`config.mk`:
```
export PLATFORM = sky130hd
export DESIGN_NAME = cascade_irq_ctrl
export DESIGN_NICKNAME = d
export VERILOG_FILES = /design/src/rtl/pic_cascade_pkg.sv /design/src/rtl/pic_line_cell.sv /design/src/rtl/pic_unit.sv /design/src/rtl/cascade_irq_ctrl.sv
export SDC_FILE = /design/constraint.sdc
export NUM_CORES = 1
export LEC_CHECK = 0
export CAP_MARGIN = 20
export CORE_ASPECT_RATIO = 1.5
export CORE_MARGIN = 2
export CORE_UTILIZATION = 40
export CTS_CLUSTER_SIZE = 28
export DETAILED_ROUTE_END_ITERATION = 12
export SETUP_SLACK_MARGIN = 0.1
export SLEW_MARGIN = 20
export SYNTH_ARGS = -nofsm -noshare
export SYNTH_HDL_FRONTEND = slang
export SYNTH_HIERARCHICAL = 1
export SYNTH_SLANG_ARGS = --single-unit
```
`constraint.sdc`:
```
create_clock -name clk -period 7 [get_ports clk]
set_clock_uncertainty 0.15 [all_clocks]
set_input_delay 1.75 -clock clk [delete_from_list [all_inputs] [get_ports clk]]
set_output_delay 1.75 -clock clk [all_outputs]
set_load 0.02 [all_outputs]
```
`src/rtl/pic_cascade_pkg.sv`:
```
package pic_cascade_pkg;
    typedef enum logic {
        ST_IDLE   = 1'b0,
        ST_RAISED = 1'b1
    } int_state_e;
endpackage

```
`src/rtl/pic_line_cell.sv`:
```
module pic_line_cell #(
    parameter int CNT_W = 2
) (
    input  logic clk,
    input  logic rst_n,
    input  logic en,
    input  logic level_mode,
    input  logic req_in,
    input  logic pulse_in,
    input  logic accept,
    output logic irr
);
    localparam logic [CNT_W-1:0] CNT_MAX = '1;

    logic             req_q;
    logic [CNT_W-1:0] cnt, cnt_nx;
    logic             rise, fall, was_on, now_on, edge_hit;

    always_comb begin
        rise   = req_in & ~req_q;
        fall   = ~req_in & req_q;
        cnt_nx = cnt;
        if (rise && cnt != CNT_MAX)
            cnt_nx = cnt + 1'b1;
        else if (fall && cnt != '0)
            cnt_nx = cnt - 1'b1;
        was_on   = (cnt != '0);
        now_on   = (cnt_nx != '0);
        edge_hit = (!was_on && now_on) || (pulse_in && !now_on);
    end

    always_ff @(posedge clk or negedge rst_n) begin
        if (!rst_n) begin
            req_q <= 1'b0;
            cnt   <= '0;
            irr   <= 1'b0;
        end else begin
            req_q <= req_in;
            if (en) begin
                cnt <= cnt_nx;
                if (accept)
                    irr <= level_mode & now_on;
                else if (level_mode)
                    irr <= now_on;
                else if (edge_hit)
                    irr <= 1'b1;
            end
        end
    end

    assert_ignore_off_R8: assert property (@(posedge clk) disable iff (!rst_n)
        $rose(irr) |-> $past(en));
endmodule

```
`src/rtl/pic_unit.sv`:
```
module pic_unit #(
    parameter int              NPIN      = 8,
    parameter int              CNT_W     = 2,
    parameter logic [NPIN-1:0] CASC_MASK = '0,
    localparam int             PW        = $clog2(NPIN)
) (
    input  logic            clk,
    input  logic            rst_n,
    input  logic            en,
    input  logic [NPIN-1:0] level_mode,
    input  logic [NPIN-1:0] req,
    input  logic [NPIN-1:0] pulse,
    input  logic            casc_in,
    input  logic            accept,
    input  logic [PW-1:0]   accept_pin,
    input  logic            eoi,
    output logic            pend,
    output logic [PW-1:0]   win_pin
);
    logic [NPIN-1:0] irr, eff, isr, acc_mask, eoi_mask;
    logic            blocked, found;

    for (genvar p = 0; p < NPIN; p++) begin : g_line
        assign acc_mask[p] = accept && (accept_pin == PW'(p));
        pic_line_cell #(.CNT_W(CNT_W)) u_cell (
            .clk(clk), .rst_n(rst_n), .en(en),
            .level_mode(level_mode[p]), .req_in(req[p]), .pulse_in(pulse[p]),
            .accept(acc_mask[p]), .irr(irr[p])
        );
    end

    assign eff = (irr & ~CASC_MASK) | (CASC_MASK & {NPIN{casc_in}});

    always_comb begin
        pend    = 1'b0;
        win_pin = '0;
        blocked = 1'b0;
        for (int p = 0; p < NPIN; p++) begin
            blocked = blocked | isr[p];
            if (!pend && eff[p] && !blocked) begin
                pend    = 1'b1;
                win_pin = PW'(p);
            end
        end
    end

    always_comb begin
        eoi_mask = '0;
        found    = 1'b0;
        for (int p = 0; p < NPIN; p++) begin
            if (!found && isr[p]) begin
                eoi_mask[p] = eoi;
                found       = 1'b1;
            end
        end
    end

    always_ff @(posedge clk or negedge rst_n) begin
        if (!rst_n)
            isr <= '0;
        else
            isr <= (isr & ~eoi_mask) | acc_mask;
    end

    assert_isr_by_ack_R9: assert property (@(posedge clk) disable iff (!rst_n)
        (|(isr & ~$past(isr))) |-> $past(accept));

    assert_eoi_one_R12: assert property (@(posedge clk) disable iff (!rst_n)
        ($past(eoi) && !$past(accept) && (|$past(isr)))
            |-> ($countones(isr) == $countones($past(isr)) - 1));
endmodule

```
`src/rtl/cascade_irq_ctrl.sv`:
```
module cascade_irq_ctrl #(
    parameter logic [7:0] MASTER_BASE = 8'h20,
    parameter logic [7:0] SLAVE_BASE  = 8'h28,
    parameter logic [7:0] M_ELC_WMASK = 8'hF8,
    parameter logic [7:0] S_ELC_WMASK = 8'hDE,
    parameter int         CNT_W       = 2
) (
    input  logic        clk,
    input  logic        rst_n,
    input  logic [1:0]  unit_ready,
    input  logic [15:0] line_req,
    input  logic [15:0] line_pulse,
    input  logic        elc_we,
    input  logic        elc_sel,
    input  logic [7:0]  elc_wdata,
    output logic [15:0] elc_rdata,
    input  logic        int_ack,
    input  logic [1:0]  eoi,
    output logic        cpu_int,
    output logic [7:0]  vector
);
    import pic_cascade_pkg::*;

    localparam int         NPIN     = 8;
    localparam int         PW       = $clog2(NPIN);
    localparam int         CASC_PIN = 2;
    localparam logic [7:0] CASC_BIT = 8'(1) << CASC_PIN;

    int_state_e    state_q, state_nx;
    logic [7:0]    elc_m, elc_s;
    logic          m_pend, s_pend, ack_go, to_slave;
    logic [PW-1:0] m_win, s_win, m_acc_pin;

    always_ff @(posedge clk or negedge rst_n) begin
        if (!rst_n) begin
            elc_m <= '0;
            elc_s <= '0;
        end else if (elc_we) begin
            if (elc_sel)
                elc_s <= (elc_s & ~S_ELC_WMASK) | (elc_wdata & S_ELC_WMASK);
            else
                elc_m <= (elc_m & ~M_ELC_WMASK) | (elc_wdata & M_ELC_WMASK);
        end
    end
    assign elc_rdata = {elc_s, elc_m};

    always_comb begin
        if (m_win == PW'(CASC_PIN))
            vector = {SLAVE_BASE[7:3], s_win};
        else
            vector = {MASTER_BASE[7:3], m_win};
    end

    assign ack_go    = int_ack && (state_q == ST_RAISED) && m_pend;
    assign to_slave  = (vector[7:3] == SLAVE_BASE[7:3]);
    assign m_acc_pin = to_slave ? PW'(CASC_PIN) : m_win;

    pic_unit #(.NPIN(NPIN), .CNT_W(CNT_W), .CASC_MASK('0)) u_slave (
        .clk(clk), .rst_n(rst_n), .en(unit_ready[1]),
        .level_mode(elc_s), .req(line_req[15:8]), .pulse(line_pulse[15:8]),
        .casc_in(1'b0), .accept(ack_go && to_slave), .accept_pin(s_win),
        .eoi(eoi[1]), .pend(s_pend), .win_pin(s_win)
    );

    pic_unit #(.NPIN(NPIN), .CNT_W(CNT_W), .CASC_MASK(CASC_BIT)) u_master (
        .clk(clk), .rst_n(rst_n), .en(unit_ready[0]),
        .level_mode(elc_m), .req(line_req[7:0]), .pulse(line_pulse[7:0]),
        .casc_in(s_pend), .accept(ack_go), .accept_pin(m_acc_pin),
        .eoi(eoi[0]), .pend(m_pend), .win_pin(m_win)
    );

    always_ff @(posedge clk or negedge rst_n) begin
        if (!rst_n)
            state_q <= ST_IDLE;
        else
            state_q <= state_nx;
    end

    always_comb begin
        state_nx = state_q;
        unique case (state_q)
            ST_IDLE:   if (m_pend)  state_nx = ST_RAISED;
            ST_RAISED: if (int_ack) state_nx = ST_IDLE;
            default:   state_nx = ST_IDLE;
        endcase
    end

    assign cpu_int = (state_q == ST_RAISED);

    assert_raise_src_R4: assert property (@(posedge clk) disable iff (!rst_n)
        $rose(cpu_int) |-> $past(m_pend));

    assert_vec_base_R2: assert property (@(posedge clk) disable iff (!rst_n)
        cpu_int |-> (vector[7:3] == MASTER_BASE[7:3] || vector[7:3] == SLAVE_BASE[7:3]));
endmodule

```
# --- Word-level counts from Yosys, hierarchy flattened ---
# Cells that the tools add are included.
word_totals:
  latchBits: 0
  out_inout_bits: 25
  mem_bits_rw: 0
  reg_bits: 93
  mem_bits_ro: 0
  memories: 0
op_classes:
  n_eq_ne: 31
  shifts: 0
  n_addsub: 30
  n_div: 0
  mul: 0
  muxes: 140
  order_cmp: 0
  reduce_logical: 276
  bitwise: 100
ops:
  columns: ["operator", "count"]
  rows:
  - ["1-bit logical AND", 123]
  - ["1-bit 2-to-1 mux", 95]
  - ["1-bit logical NOT", 74]
  - ["2-bit 2-to-1 mux", 30]
  - ["2-bit nonzero test", 30]
  - ["1-bit AND", 45]
  - ["3-bit nonzero test", 15]
  - ["3-bit 2-to-1 mux", 13]
  - ["2-bit AND reduction", 17]
  - ["1-bit inverter", 32]
  - ["2-bit by 1-bit adder with 2-bit output (second input constant)", 15]
  - ["2-bit != test (second input constant)", 15]
  - ["2-bit by 1-bit subtractor with 2-bit output (second input constant)", 15]
  - ["3-bit == test (second input constant)", 8]
  - ["8-bit AND", 2]
  - ["8-bit inverter", 2]
  - ["8-bit OR", 2]
  - ["3-bit by 2-bit == test with 1-bit output (second input constant)", 5]
  - ["1-bit logical OR", 15]
  - ["1-bit OR", 14]
  - ["3-bit by 8-bit OR with 8-bit output", 1]
  - ["6-bit by 8-bit OR with 8-bit output", 1]
  - ["8-bit by 3-bit OR with 8-bit output", 1]
  - ["3-bit by 1-bit == test with 1-bit output (second input constant)", 2]
  - ["4 further kinds", 5]

# --- Logic depth before layout (Yosys ltp) ---
# Gate-level depths: netlist (run 1).
logic_depth:
  word_depth: 70
  ltp_mapped: 15
  ltp_nobuf: 15

# --- By module ---
# Netlist (run 1), hierarchy kept.
by_module_without_submodules:
  columns: ["module", "cells_per_inst", "area_per_inst_um2", "seq_area_each_um2", "instances"]
  rows:
  - ["pic_line_cell", 32, 299.0, 100.1, 15]
  - ["cascade_irq_ctrl", 50, 655.6, 300.3, 1]
  - ["pic_unit at u_master", 67, 539.3, 200.2, 1]
  - ["pic_unit at u_slave", 62, 525.5, 200.2, 1]

# --- Least setup slack after synthesis (run 1) ---
# Ideal clock, no wire load.
synth_path:
  kind: "reg-to-output"
  from: "reg u_slave.isr[0]"
  to: "out vector[1]"
  t_required_ns: 5.100
  setup_slack_ns: 2.958
  arrival_ns: 2.142
  stages_incl_launch_ff: 10
  cell_sequence: "dfrtp_1 nor3_4 o211ai_1 nand3_1 nand2b_1 nand2b_1 a221oi_1 o21bai_1 o211ai_2 o31a_1"
synth_between:
  elab_chain_cells: 57
  elab_cells_between_ends: 82
  cone_classes: "eq/ne (1); mux (26); bitwise (8); reduce/logical (47)"
synth_lines:
  columns: ["element", "line", "rtl"]
  rows:
  - ["from (decl)", "pic_unit.sv:20", "logic [NPIN-1:0] irr, eff, isr, acc_mask, eoi_mask;"]
  - ["from (signal assigned)", "pic_unit.sv:62", "isr <= (isr & ~eoi_mask) | acc_mask;"]
  - ["1-bit logical NOT", "pic_unit.sv:40", "if (!pend && eff[p] && !blocked) begin"]
  - ["1-bit logical AND", "pic_unit.sv:40", null]
  - ["1-bit 2-to-1 mux", "pic_unit.sv:40", null]
  - ["1-bit logical NOT", "pic_unit.sv:40", null]
  - ["1-bit logical AND (2 in series)", "pic_unit.sv:40", null]
  - ["1-bit 2-to-1 mux", "pic_unit.sv:40", null]
  - ["1-bit logical NOT", "pic_unit.sv:40", null]
  - ["1-bit logical AND (2 in series)", "pic_unit.sv:40", null]
  - ["(+21 left out)", null, null]
  - ["net s_pend", "cascade_irq_ctrl.sv:31", "logic m_pend, s_pend, ack_go, to_slave;"]
  - ["(+17 left out)", null, null]
  - ["1-bit logical AND (2 in series)", "pic_unit.sv:40", null]
  - ["1-bit 2-to-1 mux", "pic_unit.sv:40", null]
  - ["1-bit logical NOT", "pic_unit.sv:40", null]
  - ["1-bit logical AND (2 in series)", "pic_unit.sv:40", null]
  - ["3-bit 2-to-1 mux *", "pic_unit.sv:40", null]
  - ["net m_win[0]", "cascade_irq_ctrl.sv:32", "logic [PW-1:0] m_win, s_win, m_acc_pin;"]
  - ["3-bit by 2-bit == test with 1-bit output *", "cascade_irq_ctrl.sv:48", "if (m_win == PW'(CASC_PIN))"]
  - ["4-bit 2-to-1 mux *", "cascade_irq_ctrl.sv:48", null]
  - ["to (decl)", "cascade_irq_ctrl.sv:20", "output logic [7:0] vector"]
# Mark *: on every way through the listed nets, which the timed path passes. The rest lies on a longest branch.

# --- Worst setup path after layout (run 1) ---
layout_path:
  from: "reg u_slave.isr[0]"
  to: "out vector[2]"
# The elaborated chain is that of the path after synthesis.

==> summary.md, run 1 <==
| Metric | Value |
|---|---|
| YS warnings | `6` |
| WS Path Type | `reg2out` |
| Crit path time final | `5435 ps` |
| Initial DRC count | `295` |
| Most frequent cells in the layout | `dfrtp_1, nor2_1, clkdlybuf4s50_1` |
| Dominant synthesized flop cell | `dfrtp_1` |
| Filler Cells Inserted | `1425` |
| Worst min-delay path class | `reg2reg` |
| Power per cell area | `384.6 mW/mm^2` |
| Pin count of the biggest net entering global routing | `between 60 and 70` |
| Total power | `around 2.9 mW` |
| CP startpoint | `u_slave/isr[0]$_DFF_PN0_` |
| CTS Hold Bufs | `0` |
| GRT Util Overall | `19.45%` |
| IO buf count | `61` |
| Count of cell types in the netlist | `53` |
| Gr ovfl total | `0` |
| Synthesized area per cell | `between 9 and 10 um^2` |
| Critical Path AT | `3530 ps` |
| Register Area | `approximately 0.0022 mm^2` |
| Initial Util | `40.99%` |
| RSZ-0062 raised after global routing | `false` |
| # rows | `55` |
| Placed cell area | `0.007073 mm^2` |
| Worst reg2reg path depth | `15` |
| Final Slew Violations | `0` |
| Crit-path most repeated cell | `nand2b_1` |
| Die footprint | `0.01655 mm^2` |
| CP peak stage delay | `610 ps` |
| Crit path required time | `5100 ps` |
| Io pins | `74` |
| Nets | `between 800 and 900` |
| Crit share post-route | `77.64%` |
| Max Buffers Root-to-Sink | `2` |
| Clock sinks | `88` |
| GPL Wtd Cong | `0.8949` |
| Clock latency at the later pin of the worst-skew pair | `~340 ps` |
| Fin cells | `947` |
| Post-CTS sizing | `0` |
| Post-route ant nets | `0` |
| Final wirelength | `15660 um` |
| Mapped Area | `0.006206 mm^2` |
| Clk slew on worst S/H paths | `70 ps` |
| CTS Buf Count | `9` |
| Synthesized instance count | `659` |
| CTS Root Cell | `clkbuf_16` |
| Ys async rst share | `100.0%` |
| Chip Width | `~110 um` |
| Worst setup SP type | `register` |
| Setup slack after layout | `around 1600 ps` |
| Design Area, Final | `0.007435 mm^2` |
| Final setup vio count | `0` |
| Max H-tree Level | `3` |
| Footprint of the multi-input gates | `0.003854 mm^2` |
| Final Hold Vio Count | `0` |
| CTS tree | `done` |
| Critical path, cell by cell | `nor3_4 > o211ai_1 > nand3_1 > nand2b_1 > nand2b_1 > a221oi_1 > o21bai_1 > o211ai_2 > nand3b_1 > nand2_1 > clkdlybuf4s50_1` |
| Measured slew at the worst slew-check pin | `around 990 ps` |
| Share of post-route cells with drive strength above 1 | `9.492%` |
| Register area share after synthesis | `between 30 and 40%` |
| First-pass iteration count of the detailed router | `4` |
| Critical R2R Launch | `u_slave/isr[0]$_DFF_PN0_` |
| Initial antenna violation count | `0` |
| Drt wl/cell | `16.54 um` |
| Nature of the critical path endpoint | `output port` |
| Number of max-cap violations | `0` |
| Status | `finished, final reports clean` |
| Via count | `5480` |
| Setup TNS | `0 ps` |
| Worst slew margin | `about a third` |
| P&R area growth vs syn | `19.80%` |
| CP max FO | `9` |
| Setup WS pre-CTS | `2015 ps` |
| Hold_sp | `u_slave/isr[7]$_DFF_PN0_` |
| Number of synthesized flops with an enable pin | `0` |
| Number of diodes | `0` |
| First-pass GRT wire length | `26320 um` |
| Maximum clock frequency | `0.1840 GHz` |
| Post-CTS Setup Inserts | `0` |
| Post-synthesis register bit count | `88` |
| VDD IR-drop max | `0.1614 mV` |
| Worst Hold Depth | `1` |
| DPL Wire Length | `approximately 11000 um` |
| Number of global-route vias before repair | `5541` |
| Placed Instances | `931` |
| Die height | `156.6 um` |
| Drt drc | `0` |
| CP max stage cell | `clkdlybuf4s50_1` |
| Vias/cell | `5.787` |
| Commonest non-fill, non-tap cell in the layout | `dfrtp_1` |
| Pleak | `3.225 nW` |
| Core box area | `0.01514 mm^2` |
-- cell usage after synthesis, types with 3 or more instances --
cell type	count	area [um^2]
a21o_1	23	172.7
o311ai_0	15	131.4
or4b_1	15	150.1
nor3_1	20	100.1
o221a_2	15	168.9
and4b_1	15	150.1
a21oi_1	18	90.09
nand3b_1	34	255.2
ha_1	30	375.4
mux2_4	11	165.2
clkbuf_1	3	11.26
o21ai_0	55	275.3
nand2b_1	25	156.4
o31ai_1	15	112.6
a221oi_1	3	26.28
a311o_1	15	150.1
a22oi_1	15	112.6
and3_2	15	112.6
nand3_1	5	25.02
xnor2_1	15	131.4
nor2_1	63	236.5
nand2_1	29	108.9
nor2b_1	5	31.28
a2111oi_1	15	150.1
dfrtp_1	88	2202
and2_1	16	100.1
buf_4	10	75.07
inv_1	40	150.1
-- registers in the layout (all words and copies together) (netlist names) --
signal and count:
u_slave/isr 8, u_master/g_line.u_cell/irr 7, elc_s 6, u_master/g_line.u_cell/cnt 14
u_master/g_line.u_cell/req_q 7, u_slave/g_line.u_cell/irr 8, u_slave/g_line.u_cell/req_q 8, u_slave/g_line.u_cell/cnt 16
cpu_int 1, elc_m 5, u_master/isr 8
-- path summary, 6_finish.rpt --
kind	end	slack, ps
worst min-delay path	u_slave/isr[7]$_DFF_PN0_	330
worst max-delay path	vector[2]	1570
max in group asynchronous	u_slave/g_line[0].u_cell/irr$_DFFE_PN0P_	4360
worst max register to register	u_slave/g_line[0].u_cell/irr$_DFFE_PN0P_	3360
worst min register to register	u_slave/isr[7]$_DFF_PN0_	330
min in group asynchronous	u_slave/g_line[2].u_cell/cnt[1]$_DFFE_PN0P_	1150
-- kinds of logic (layout without fill, tap and decap cells) --
logic type               Yosys count  in the layout  share of synthesized area [%]
AO/OA/AOI/OAI                    206            206                          24.66
XOR/XNOR                          15             15                          2.117
adder cells (fa/ha/maj)           30             30                          6.048
buffers and inverters             53            119                          3.810
flip-flops                        88             88                          35.48
multiplexers                      12             12                          2.823
other                              2             25                         0.1210
AND/OR/NAND/NOR                  253            253                          24.94
-- stage by stage --
stage / hold WS (ps) / utilization (%)
floorplan: 300.1 / -
global route: 359.3 / 49.11
detailed placement: 320.8 / 46.72
global placement: 311.5 / 46.72
CTS: 335.8 / 49.11
finish: 332.0 / 49.11
-- critical path: cells and delay by family (launching register included) --
| kind | cells | cell delay [ps] |
|---|---|---|
| simple gates | 6 | 1080 |
| compound gates | 4 | 1060 |
| buf+inv | 1 | 610 |
| flops | 1 | 440 |
-- cell type report --
class,count,area share [%]
Timing Repair Buffer,63,8.314
Clock inverter,5,1.733
Clock buffer,11,3.130
Tap cell,199,3.349
Sequential cell,88,29.62
Inverter,40,2.020
Multi-Input combinational cell,541,51.83
-- metal layers --
layer / wire length (um) / up-vias / global-route usage, % / share of wire, %
met5: 0 / - / 0 / 0
met4: 307 / 0 / 7.143 / 2.0
met3: 534 / 23 / 2.457 / 3.4
met2: 8217 / 108 / 35.94 / 52
met1: 6604 / 2702 / 22.88 / 42
li1: - / 2647 / - / -
-- power by group --
part	leakage [nW]	internal [mW]	switching, mW	total, mW
logic	1.99	0.654	0.705	1.36
registers	1.06	0.667	0.239	0.906
clock network	0.174	0.386	0.208	0.595
total	3.23	1.71	1.15	2.86
(Power assumes the default switching activity.)
==> run 2, diff against run 1 <==
==> constraint.sdc (replaced) <==
create_clock -name clk -period 4.6 [get_ports clk]
set_clock_uncertainty 0.15 [all_clocks]
set_input_delay 1.15 -clock clk [delete_from_list [all_inputs] [get_ports clk]]
set_output_delay 1.15 -clock clk [all_outputs]
set_load 0.02 [all_outputs]
==> summary.md, run 2 (synthesis results as in run 1) <==
| Metric | Value |
|---|---|
| Status | `finished, final reports clean` |
| Initial Util | `40.99% (unchanged)` |
| Maximum clock frequency | `0.2314 GHz` |
| DPL Wire Length | `11220 um (-0.22%)` |
| Total power | `4.208 mW (+47%)` |
| Worst setup SP type | `register` |
| Share of post-route cells with drive strength above 1 | `10.51% (+1.0 points)` |
| Clk slew on worst S/H paths | `60 ps (about the same)` |
| First-pass iteration count of the detailed router | `5 (+1)` |
| Worst min-delay path class | `reg2reg` |
| Gr ovfl total | `0 (unchanged)` |
| Nets | `826 (+0.49%)` |
| Commonest non-fill, non-tap cell in the layout | `dfrtp_1` |
| CP max FO | `6 (-3)` |
| IO buf count | `61 (unchanged)` |
| P&R area growth vs syn | `19.70% (about the same)` |
| Chip Width | `105.7 um (unchanged)` |
| Most frequent cells in the layout | `dfrtp_1, nor2_1, clkdlybuf4s50_1, o21ai_0, inv_1` |
| Crit path time final | `4322 ps` |
| VDD IR-drop max | `0.2520 mV (+56%)` |
| CP startpoint | `u_slave/isr[0]$_DFF_PN0_` |
| CTS Root Cell | `clkbuf_16` |
| Number of global-route vias before repair | `5378 (-2.9%)` |
| Initial DRC count | `320 (+8.5%)` |
| Critical R2R Launch | `u_slave/isr[0]$_DFF_PN0_` |
| Vias/cell | `5.793 (+0.11%)` |
| Crit share post-route | `93.95%` |
| Top Registers | `u_slave/g_line.u_cell/cnt: 16 flops, u_master/g_line.u_cell/cnt: 14 flops` |
| Max H-tree Level | `3 (unchanged)` |
| Critical path, cell by cell | `nor3_4 > o21ai_1 > nand3_2 > nand2b_1 > nand2b_1 > a221oi_2 > o21bai_4 > o211ai_2 > o31a_1 > dlygate4sd2_1` |
| Number of max-cap violations | `0 (unchanged)` |
| Number of diodes | `0 (unchanged)` |
| Hold_sp | `u_slave/isr[7]$_DFF_PN0_` |
| Core box area | `0.01514 mm^2 (unchanged)` |
| Max reg flops | `16 (unchanged)` |
| Critical Path AT | `3020 ps (-510 ps)` |
| Clock sinks | `88 (unchanged)` |
| Measured slew at the worst slew-check pin | `930.0 ps (-55.82 ps)` |
| Power per cell area | `566.5 mW/mm^2 (+47%)` |
| CP max stage cell | `dfrtp_1` |
| Drt drc | `0 (unchanged)` |
| Final Hold Vio Count | `0 (unchanged)` |
| Post-route ant nets | `0 (unchanged)` |
| Final wirelength | `15430 um (-1.5%)` |
| RSZ-0062 raised after global routing | `false` |
| Final setup vio count | `0 (unchanged)` |
| CP peak stage delay | `430 ps (-180 ps)` |
| GRT Util Overall | `18.60% (-0.86 points)` |
| CTS Buf Count | `9 (unchanged)` |
| Max Buffers Root-to-Sink | `2 (unchanged)` |
| WS Path Type | `reg2out` |
| CTS tree | `done` |
| CTS Hold Bufs | `0 (unchanged)` |
| Worst slew margin | `38.00% (+3.7 points)` |
| GPL Wtd Cong | `0.9230 (+3.1%)` |
| Nature of the critical path endpoint | `output port` |
| Initial antenna violation count | `0 (unchanged)` |
| Crit path buf inv count | `1 (unchanged)` |
| Via count | `5509 (+0.53%)` |
| # rows | `55 (unchanged)` |
| Die height | `156.6 um (unchanged)` |
| Final Slew Violations | `0 (unchanged)` |
| Crit path required time | `3300 ps (-1800 ps)` |
| Drt wl/cell | `16.23 um (-1.9%)` |
| Clock latency at the later pin of the worst-skew pair | `330 ps (about the same)` |
| Die footprint | `0.01655 mm^2 (unchanged)` |
| Pleak | `3.237 nW (+0.36%)` |
| Io pins | `74 (unchanged)` |
| Pin count of the biggest net entering global routing | `57 (-16%)` |
| First-pass GRT wire length | `25250 um (-4.1%)` |
| Setup TNS | `0 ps (unchanged)` |
| Family with the most delay on the worst path | `compound AO/OA/AOI/OAI gates` |
| Crit-path most repeated cell | `nand2b_1` |
| Biggest register | `u_slave/g_line.u_cell/cnt` |
[run 2: timing repair]
item	4_1_cts	5_1_grt
gates resized for setup	6	4
pin swaps	2	4
buffers inserted	0	3
setup endpoints to repair	4	4
[run 2: report_power, final]
group / switching [mW] / total (mW) / internal, mW
Clock: 0.292 / 0.741 / 0.449
Combinational: 1.07 / 2.08 / 1.01
Sequential: 0.372 / 1.39 / 1.02
[run 2: path summary, 6_finish.rpt]
check	slack [ps]	depth (start not counted)	to
setup / recovery	280	10	vector[1]
hold / removal	330	1	u_slave/isr[7]$_DFF_PN0_
setup reg to reg	1150	15	u_slave/g_line[0].u_cell/irr$_DFFE_PN0P_
hold reg to reg	330	1	u_slave/isr[7]$_DFF_PN0_
max in group asynchronous	2860	2	u_master/g_line[4].u_cell/irr$_DFFE_PN0P_
min in group asynchronous	670	1	u_slave/g_line[2].u_cell/cnt[0]$_DFFE_PN0P_
[run 2: metrics by stage]
| step | setup WS, ps | hold slack, ps | instance area (um^2) | std cells | util [%] |
|---|---|---|---|---|---|
| after floorplan | 1158 | 300.1 | 6292 | 682 | - |
| after global placement | 295.1 | 310.6 | 7081 | 932 | 46.77 |
| after detailed placement | 256.9 | 321.8 | 7081 | 932 | 46.77 |
| after CTS | 251.0 | 335.5 | 7388 | 948 | 48.80 |
| after global routing | 108.5 | 366.5 | 7428 | 951 | 49.07 |
| final | 278.1 | 330.2 | 7428 | 951 | 49.07 |
[run 2: metal layers]
metal	part of all wire, %	wire length, um	track usage (%)
met1	42	6543	22.17
met2	52	7950	32.44
met3	3.8	585	3.415
met4	2.3	354	8.396
met5	0	0	0
[run 2: area by class of cell]
class,count,area [um^2]
tap,199,249.0
timing repair buffer,67,644.4
sequential,88,2202
clock buffer,13,260.3
multi-input combinational,541,3882
fill,1444,7711
inverter,40,150.1
clock inverter,3,40.04
